File: src/rtl/dcmp_pkg.sv
package dcmp_pkg;
  localparam int REG_W   = 8;
  localparam int CH_W    = 2;
  localparam int B_EN    = 7;
  localparam int B_OUT   = 6;
  localparam int B_OE    = 5;
  localparam int B_POL   = 4;
  localparam int B_SPD   = 3;
  localparam int B_REF   = 2;

  typedef struct packed {
    logic            en;
    logic            oe;
    logic            pol;
    logic            spd;
    logic            rsel;
    logic [CH_W-1:0] ch;
  } cmp_cfg_t;

  localparam cmp_cfg_t CFG_RST = '{en: 1'b0, oe: 1'b0, pol: 1'b0, spd: 1'b1,
                                   rsel: 1'b0, ch: '0};

  function automatic cmp_cfg_t unpack_cfg(input logic [REG_W-1:0] d);
    cmp_cfg_t c;
    c.en   = d[B_EN];
    c.oe   = d[B_OE];
    c.pol  = d[B_POL];
    c.spd  = d[B_SPD];
    c.rsel = d[B_REF];
    c.ch   = d[CH_W-1:0];
    return c;
  endfunction

  function automatic logic [REG_W-1:0] pack_rd(input cmp_cfg_t c, input logic q);
    logic [REG_W-1:0] d;
    d             = '0;
    d[B_EN]       = c.en;
    d[B_OUT]      = q;
    d[B_OE]       = c.oe;
    d[B_POL]      = c.pol;
    d[B_SPD]      = c.spd;
    d[B_REF]      = c.rsel;
    d[CH_W-1:0]   = c.ch;
    return d;
  endfunction
endpackage

File: src/rtl/dcmp_cfg_reg.sv
module dcmp_cfg_reg
  import dcmp_pkg::*;
(
  input  logic             clk,
  input  logic             rst_n,
  input  logic             wr_hit,
  input  logic [REG_W-1:0] wr_data,
  output cmp_cfg_t         cfg
);
  cmp_cfg_t cfg_d;

  // Bit 6 of the write data is dropped by unpack_cfg.
  always_comb begin
    cfg_d = cfg;
    if (wr_hit) cfg_d = unpack_cfg(wr_data);
  end

  always_ff @(posedge clk or negedge rst_n) begin
    if (!rst_n)      cfg <= CFG_RST;
    else if (wr_hit) cfg <= cfg_d;
  end
endmodule

File: src/rtl/dcmp_result.sv
module dcmp_result
  import dcmp_pkg::*;
(
  input  logic     clk,
  input  logic     rst_n,
  input  logic     strobe,
  input  cmp_cfg_t cfg,
  input  logic     raw,
  output logic     live,
  output logic     held
);
  logic held_d;

  always_comb begin
    live   = cfg.en & (raw ^ cfg.pol);
    held_d = held;
    if (strobe) held_d = live;
  end

  always_ff @(posedge clk or negedge rst_n) begin
    if (!rst_n)      held <= 1'b0;
    else if (strobe) held <= held_d;
  end
endmodule

File: src/rtl/dcmp_pin_route.sv
module dcmp_pin_route #(
  parameter int NCMP = 2
) (
  input  logic [NCMP-1:0] oe,
  input  logic [NCMP-1:0] en,
  input  logic [NCMP-1:0] live,
  input  logic            port_latch,
  input  logic            pin_tris,
  output logic            pin_out,
  output logic            pin_oe
);
  always_comb begin
    logic drv_ok;
    pin_out = port_latch;
    drv_ok  = 1'b1;
    // Ascending scan: the highest-numbered enabled comparator wins.
    for (int i = 0; i < NCMP; i++) begin
      if (oe[i]) begin
        pin_out = live[i];
        drv_ok  = en[i];
      end
    end
    pin_oe = drv_ok & ~pin_tris;
  end
endmodule

File: src/rtl/dual_cmp_ctrl.sv
module dual_cmp_ctrl
  import dcmp_pkg::*;
#(
  parameter int NCMP  = 2,
  localparam int SEL_W = (NCMP > 1) ? $clog2(NCMP) : 1
) (
  input  logic                       clk,
  input  logic                       rst_n,
  input  logic                       cyc_strobe,
  input  logic                       wr_en,
  input  logic [SEL_W-1:0]           wr_sel,
  input  logic [REG_W-1:0]           wr_data,
  input  logic [NCMP-1:0]            raw_res,
  input  logic                       port_latch,
  input  logic                       pin_tris,
  output logic [NCMP-1:0][REG_W-1:0] ctrl_rd,
  output logic [NCMP-1:0]            stat_both,
  output logic [NCMP-1:0]            ana_en,
  output logic [NCMP-1:0][CH_W-1:0]  chan_sel,
  output logic [NCMP-1:0]            ref_sel,
  output logic [NCMP-1:0]            speed_sel,
  output logic                       pin_out,
  output logic                       pin_oe
);
  logic [1:0]      rst_pipe;
  logic            rst_int_n;
  logic [NCMP-1:0] live;
  logic [NCMP-1:0] oe_v;

  always_ff @(posedge clk or negedge rst_n) begin
    if (!rst_n) rst_pipe <= 2'b00;
    else        rst_pipe <= {rst_pipe[0], 1'b1};
  end
  assign rst_int_n = rst_pipe[1];

  for (genvar i = 0; i < NCMP; i++) begin : g_cmp
    cmp_cfg_t cfg;
    logic     held;

    dcmp_cfg_reg u_cfg (
      .clk     (clk),
      .rst_n   (rst_int_n),
      .wr_hit  (wr_en && (wr_sel == SEL_W'(i))),
      .wr_data (wr_data),
      .cfg     (cfg)
    );

    dcmp_result u_res (
      .clk    (clk),
      .rst_n  (rst_int_n),
      .strobe (cyc_strobe),
      .cfg    (cfg),
      .raw    (raw_res[i]),
      .live   (live[i]),
      .held   (held)
    );

    assign ctrl_rd[i]   = pack_rd(cfg, held);
    assign stat_both[i] = held;
    assign ana_en[i]    = cfg.en;
    assign chan_sel[i]  = cfg.ch;
    assign ref_sel[i]   = cfg.rsel;
    assign speed_sel[i] = cfg.spd;
    assign oe_v[i]      = cfg.oe;
  end

  dcmp_pin_route #(.NCMP(NCMP)) u_pin (
    .oe         (oe_v),
    .en         (ana_en),
    .live       (live),
    .port_latch (port_latch),
    .pin_tris   (pin_tris),
    .pin_out    (pin_out),
    .pin_oe     (pin_oe)
  );
endmodule

File: config.mk
export PLATFORM = sky130hd
export DESIGN_NAME = dual_cmp_ctrl
export DESIGN_NICKNAME = d
export VERILOG_FILES = /design/src/rtl/dcmp_pkg.sv /design/src/rtl/dcmp_cfg_reg.sv /design/src/rtl/dcmp_result.sv /design/src/rtl/dcmp_pin_route.sv /design/src/rtl/dual_cmp_ctrl.sv
export SDC_FILE = /design/constraint.sdc
export NUM_CORES = 1
export LEC_CHECK = 0
export ABC_AREA = 1
export BUFFER_PORTS_ARGS = -buffer_cell sky130_fd_sc_hd__buf_2
export CAP_MARGIN = 20
export CELL_PAD_IN_SITES_DETAIL_PLACEMENT = 0
export CELL_PAD_IN_SITES_GLOBAL_PLACEMENT = 1
export CORE_MARGIN = 3
export CORE_UTILIZATION = 30
export DETAILED_ROUTE_END_ITERATION = 8
export GPL_ROUTABILITY_DRIVEN = 0
export PLACE_DENSITY_LB_ADDON = 0.1
export SYNTH_ARGS = -nofsm -noshare
export SYNTH_HDL_FRONTEND = slang
export SYNTH_SLANG_ARGS = --single-unit
File: constraint.sdc
create_clock -name clk -period 1.87 [get_ports clk]
set_input_delay 0.2805 -clock clk [delete_from_list [all_inputs] [get_ports clk]]
set_output_delay 0.2805 -clock clk [all_outputs]
set_load 0.05 [all_outputs]
==> results.yml, run 1 <==
logic_synthesis:
  synth_fa_ha_area_frac: 0
  yosys-top-cells-area: "dfrtp_1 44%, buf_4 12%, nand2_1 8.7%, o21ai_2 8.7%, dfstp_2 5.8%"
  synthCells: 98
  yosys_register_bits: 18
  yosys-mux-area-fraction: 0
  synth_compound_area_frac: 0.140
  synthesis.nets: 115
  synth_top_family_by_area: "buffers and inverters"
  netlist_area_um2: 906
  synth_xor_area_frac: 0
  synth_top_cell_by_area: "dfrtp_1"
  synth-simple-area-share: 0.148
  ys_types: 17
  ys_warn_count: 0
  synth.avg_cell_area_um2: 9.24
  synth_top_area_share: 0.442
  yosysSeqAreaShare: 0.500
floorplan:
  die_area_um2: 3710
  initial_core_util: 0.323
  die_h_um: 61.0
  die_w_um: 61.0
  ios: 47
  core_area_um2: 2810
  rows: 19
layout:
  design_area_um2: 1080
  n_antenna_cell: 0
  drive_gt1_frac: 0.500
  final_cell_mix: "45 x buf_2, 21 x nand2_1, 16 x dfrtp_1"
  final_nets: 150
  syn_to_final_growth_pct: 19.6
  fin_cells: 163
  mostFrequentLayoutCell: "buf_2"
clock_network:
  clk_root_buffer_cell: "clkbuf_4"
  clk_latency_ns: 0.29
  cts_tree: "yes"
  cts_max_level: 1
  path_clk_slew_ns: 0.10
  cts_buffer_depth: 2
  clock_sinks: 18
  cts_buffers: 3
  post_cts_buffers: 0
worst_setup_path:
  end_kind: "output pin"
  crit_required_ns: 1.59
  worstPathMaxFanout: 4
  reg2reg_from: "g_cmp[0].u_cfg.cfg[4]$_DFFE_PN0P_"
  startpoint_type: "flip-flop"
  arrival_ns: 1.31
  critPathLaunch: "g_cmp[0].u_cfg.cfg[4]$_DFFE_PN0P_"
  crit_type: "reg -> out"
route:
  initialDrtViolationCount: 25
  via_count: 698
  remaining_drc_errors: 0
  wl_um: 1810
  drt-wirelength-per-cell_um: 11.1
  dr.pass1.iters: 4
  postRouteAntennaNets: 0
  routed_via_density: 4.28
sta:
  period_needed_ns: 1.59
  setup_violations: 0
  maxSlewViolCount: 0
  setup_tns_ns: 0
  timing.fmax_mhz: 627
  relSlewSlack: 0.550
  worst_slew_pin_slew_ns: 0.675
  rsz0062_at_grt: "no"
  hold_viol_final: 0
  fin_worst_skew_ns: 0.00258
  period_share: 0.853
placement:
  dp.cells: 158
  dp_hpwl_um: 1370
  port_buffers: 45
  dpl-instance-area_um2: 1040
global_route:
  grt_pass1_vias: 643
  grt_pass1_wl_um: 2860
  grt_use_met2: 0.165
  grt_max_degree: 17
  grt_use_met3: 0.0213
  grt_usage: 0.106
  antenna_found_initial: 0
  grtUsageMet1: 0.135
  busiest_layer: "met2"
  grt-ovfl-total: 0
power:
  peakVddDrop_v: 0.000475
  powerDensity_nw_per_um2: 1130
  p_leak_nw: 0.620
job:
  cap_violations: 0
run_status:
  status: "finished, final reports clean"
hold_path:
  min_path_type: "in -> reg"
  min_from: "wr_data[3]"
[metal layers]
layer  wire length [µm]  part of all wire  up-vias
met2                820              0.45       31
met4                 16            0.0089        0
li1                   -                 -      354
met3                151             0.084        2
met5                  0                 0        -
met1                816              0.45      311
[cell families after synthesis]
| logic type | Yosys count |
|---|---|
| buf+inv | 30 |
| flops | 18 |
| other cells | 1 |
| compound gates | 18 |
| simple gates | 31 |
[where the power goes]
part | leakage (nW) | switching (mW) | internal (mW)
clock | 0.0210 | 0.121 | 0.119
sequential | 0.219 | 0.0489 | 0.438
combinational | 0.380 | 0.391 | 0.108
total | 0.620 | 0.561 | 0.665
[path summary, 6_finish.rpt]
check	to	slack [ns]	cells past startpoint
worst min-delay path	g_cmp[1].u_cfg.cfg[3]$_DFFE_PN1P_	0.23	3
worst max register to register	g_cmp[0].u_res.held$_DFFE_PN0P_	1.02	4
max in group asynchronous	g_cmp[0].u_res.held$_DFFE_PN0P_	1.16	0
worst max-delay path	pin_out	0.28	7
worst min register to register	g_cmp[0].u_cfg.cfg[5]$_DFFE_PN0P_	0.28	0
min in group asynchronous	g_cmp[0].u_cfg.cfg[5]$_DFFE_PN0P_	0.28	0
[cell type report]
cell class / count / area [µm²]
Fill cell: 295 / 1720
Sequential cell: 18 / 453
Multi-Input combinational cell: 50 / 268
Timing Repair Buffer: 46 / 235
Inverter: 14 / 52.6
Tap cell: 31 / 38.8
Clock buffer: 4 / 36.3
[repair_timing]
action,4_1_cts,5_1_grt
endpoints found under the hold margin,2,0
gates resized for setup,0,0
hold buffers,1,0
[synth_stat cells]
master and count:
buf_6 1, o21ai_2 9, dfstp_2 2, a21oi_1 1
conb_1 1, inv_1 14, nand3_1 2, o21ai_0 2
o21ai_1 5, nand4_1 1, nand2_2 5, nor2_1 2
o21bai_1 1, buf_12 1, buf_4 14, dfrtp_1 16
nand2_1 21
[sequential cells by signal, summed over array words and instances (netlist names)]
name / flops
g_cmp.u_res.held: 2
rst_pipe: 2
g_cmp.u_cfg.cfg: 14
[per-stage QoR]
stage	worst slack, ns	util	hold WS, ns	power (mW)
after floorplan	0.239	-	-0.0151	0.937
after global placement	0.594	0.370	0.0666	0.993
after detailed placement	0.594	0.370	0.0688	0.998
after CTS	0.244	0.386	0.214	1.25
after global routing	0.136	0.386	0.239	1.30
final	0.275	0.386	0.231	1.23
[worst max-delay path, cell delays in order, from the launching register on]
cell	delay, ns
dfrtp_1	0.41
inv_1	0.06
nand2_1	0.05
nand3_1	0.09
nand2_1	0.07
nand2_1	0.05
nand2_1	0.04
buf_2	0.26
(Power assumes the default switching activity.)
==> run 2: changes to the inputs <==
--- a/config.mk
+++ b/config.mk
@@ -11,7 +11,7 @@
 export CELL_PAD_IN_SITES_DETAIL_PLACEMENT = 0
 export CELL_PAD_IN_SITES_GLOBAL_PLACEMENT = 1
 export CORE_MARGIN = 3
-export CORE_UTILIZATION = 30
+export CORE_UTILIZATION = 33
 export DETAILED_ROUTE_END_ITERATION = 8
 export GPL_ROUTABILITY_DRIVEN = 0
 export PLACE_DENSITY_LB_ADDON = 0.1
==> run 2 against run 1 <==
- cell count down 0.61%
- final area down 0.12%
- sequential share of layout area about the same
- global-route usage down 0.72 points
- flip-flop and latch count unchanged
- clock-buffer cell count unchanged
- register-to-register slack about the same
- wire length down 7.7%
==> results.yml, run 2 (synthesis gave the netlist of run 1 again) <==
route:
  postRouteAntennaNets: 0
  drt-wirelength-per-cell_um: 10.3
  dr.pass1.iters: 3
  initialDrtViolationCount: 13
  routed_via_density: 4.26
  remaining_drc_errors: 0
  wl_um: 1670
  via_count: 690
global_route:
  grt_usage: 0.0989
  grt_max_degree: 17
  grt_pass1_wl_um: 2600
  antenna_found_initial: 0
  grt-ovfl-total: 0
  grt_pass1_vias: 611
sta:
  relSlewSlack: 0.576
  rsz0062_at_grt: "no"
  fin_worst_skew_ns: 0.00353
  timing.fmax_mhz: 629
  setup_violations: 0
  setup_tns_ns: 0
  timing.hold.ws_ns: 0.238
  period_needed_ns: 1.59
  maxSlewViolCount: 0
  period_share: 0.850
  hold_viol_final: 0
  setup_ws_ns: 0.281
  worst_slew_pin_slew_ns: 0.636
layout:
  final_nets: 150
  largest_register: "g_cmp.u_cfg.cfg"
  final_cell_mix: "45 x buf_2, 21 x nand2_1, 16 x dfrtp_1"
  syn_to_final_growth_pct: 19.5
  design_area_um2: 1080
  fin_cells: 162
  drive_gt1_frac: 0.500
  reg_top3: "g_cmp.u_cfg.cfg x14, g_cmp.u_res.held x2, rst_pipe x2"
  largest_register_ffs: 14
  mostFrequentLayoutCell: "buf_2"
  n_antenna_cell: 0
clock_network:
  clock_sinks: 18
  path_clk_slew_ns: 0.10
  cts_tree: "yes"
  cts_buffers: 3
  clk_root_buffer_cell: "clkbuf_4"
  clk_latency_ns: 0.28
  post_cts_buffers: 0
  holdBufCountCts: 1
  cts_buffer_depth: 2
  cts_max_level: 1
  cts_resized: 0
floorplan:
  die_area_um2: 3410
  die_h_um: 58.4
  ios: 47
  initial_core_util: 0.356
  core_area_um2: 2540
  die_w_um: 58.4
  rows: 18
worst_setup_path:
  reg2reg_from: "g_cmp[0].u_cfg.cfg[4]$_DFFE_PN0P_"
  r2r-end: "g_cmp[0].u_res.held$_DFFE_PN0P_"
  arrival_ns: 1.31
  rr_worst_depth: 4
  critPathLaunch: "g_cmp[0].u_cfg.cfg[4]$_DFFE_PN0P_"
  endpoint: "pin_out"
  crit_type: "reg -> out"
  worstPathMaxFanout: 4
  startpoint_type: "flip-flop"
  ff2ff_setup_slack_ns: 1.02
  crit_required_ns: 1.59
  end_kind: "output pin"
run_status:
  status: "finished, final reports clean"
placement:
  place_ws_ns: 0.587
  dpl-instance-area_um2: 1040
  dp.cells: 157
  port_buffers: 45
  dp_hpwl_um: 1310
power:
  powerDensity_nw_per_um2: 1120
  p_leak_nw: 0.620
  peakVddDrop_v: 0.000520
hold_path:
  min_path_type: "in -> reg"
job:
  cap_violations: 0
==> run 2: cell counts in the layout (fill, tap and decap cells not counted) <==
No cell type changed its count.
==> run 2: area by class of cell <==
cell class	count	area [µm²]
Multi-Input combinational cell	50	268
Clock buffer	4	36.3
Inverter	14	52.6
Fill cell	277	1460
Sequential cell	18	453
Timing Repair Buffer	46	235
Tap cell	30	37.5
==> run 2: through the flow <==
stage	utilization	power, mW
2_1_floorplan	-	0.937
3_3_place_gp	0.407	0.991
3_5_place_dp	0.407	0.997
4_1_cts	0.425	1.24
5_1_grt	0.425	1.27
6_report	0.425	1.21
==> run 2: worst max-delay path: stages, from the launching register on <==
cell and delay, ns:
dfrtp_1 0.40, inv_1 0.05, nand2_1 0.05, nand3_1 0.10, nand2_1 0.08, nand2_1 0.04
nand2_1 0.05, buf_2 0.25
==> run 2: layer usage <==
metal | track usage | vias up | wire length (µm)
li1 | - | 356 | -
met1 | 0.123 | 303 | 726
met2 | 0.167 | 29 | 773
met3 | 0.0132 | 2 | 152
met4 | 0.0497 | 0 | 14
met5 | 0 | - | 0
==> run 2: worst min-delay path by stage <==
| stage | startpoint | to | slack [ns] | cells after the start |
|---|---|---|---|---|
| 6_report | wr_data[3] | g_cmp[0].u_cfg.cfg[3]$_DFFE_PN1P_ | 0.24 | 3 |
| 3_5_place_dp | rst_n | rst_pipe[1]$_DFF_PN0_ | 0.07 | 1 |
| 4_1_cts | wr_data[3] | g_cmp[0].u_cfg.cfg[3]$_DFFE_PN1P_ | 0.23 | 3 |
| 5_1_grt | wr_data[0] | g_cmp[0].u_cfg.cfg[0]$_DFFE_PN0P_ | 0.26 | 3 |
| 2_1_floorplan | rst_n | rst_pipe[0]$_DFF_PN0_ | -0.02 | 0 |
| 3_3_place_gp | rst_n | rst_pipe[0]$_DFF_PN0_ | 0.07 | 1 |
==> run 2: power breakdown <==
group | switching [mW] | internal [mW] | leakage [nW]
Sequential | 0.0464 | 0.438 | 0.219
Combinational | 0.390 | 0.108 | 0.380
Clock | 0.111 | 0.118 | 0.0210
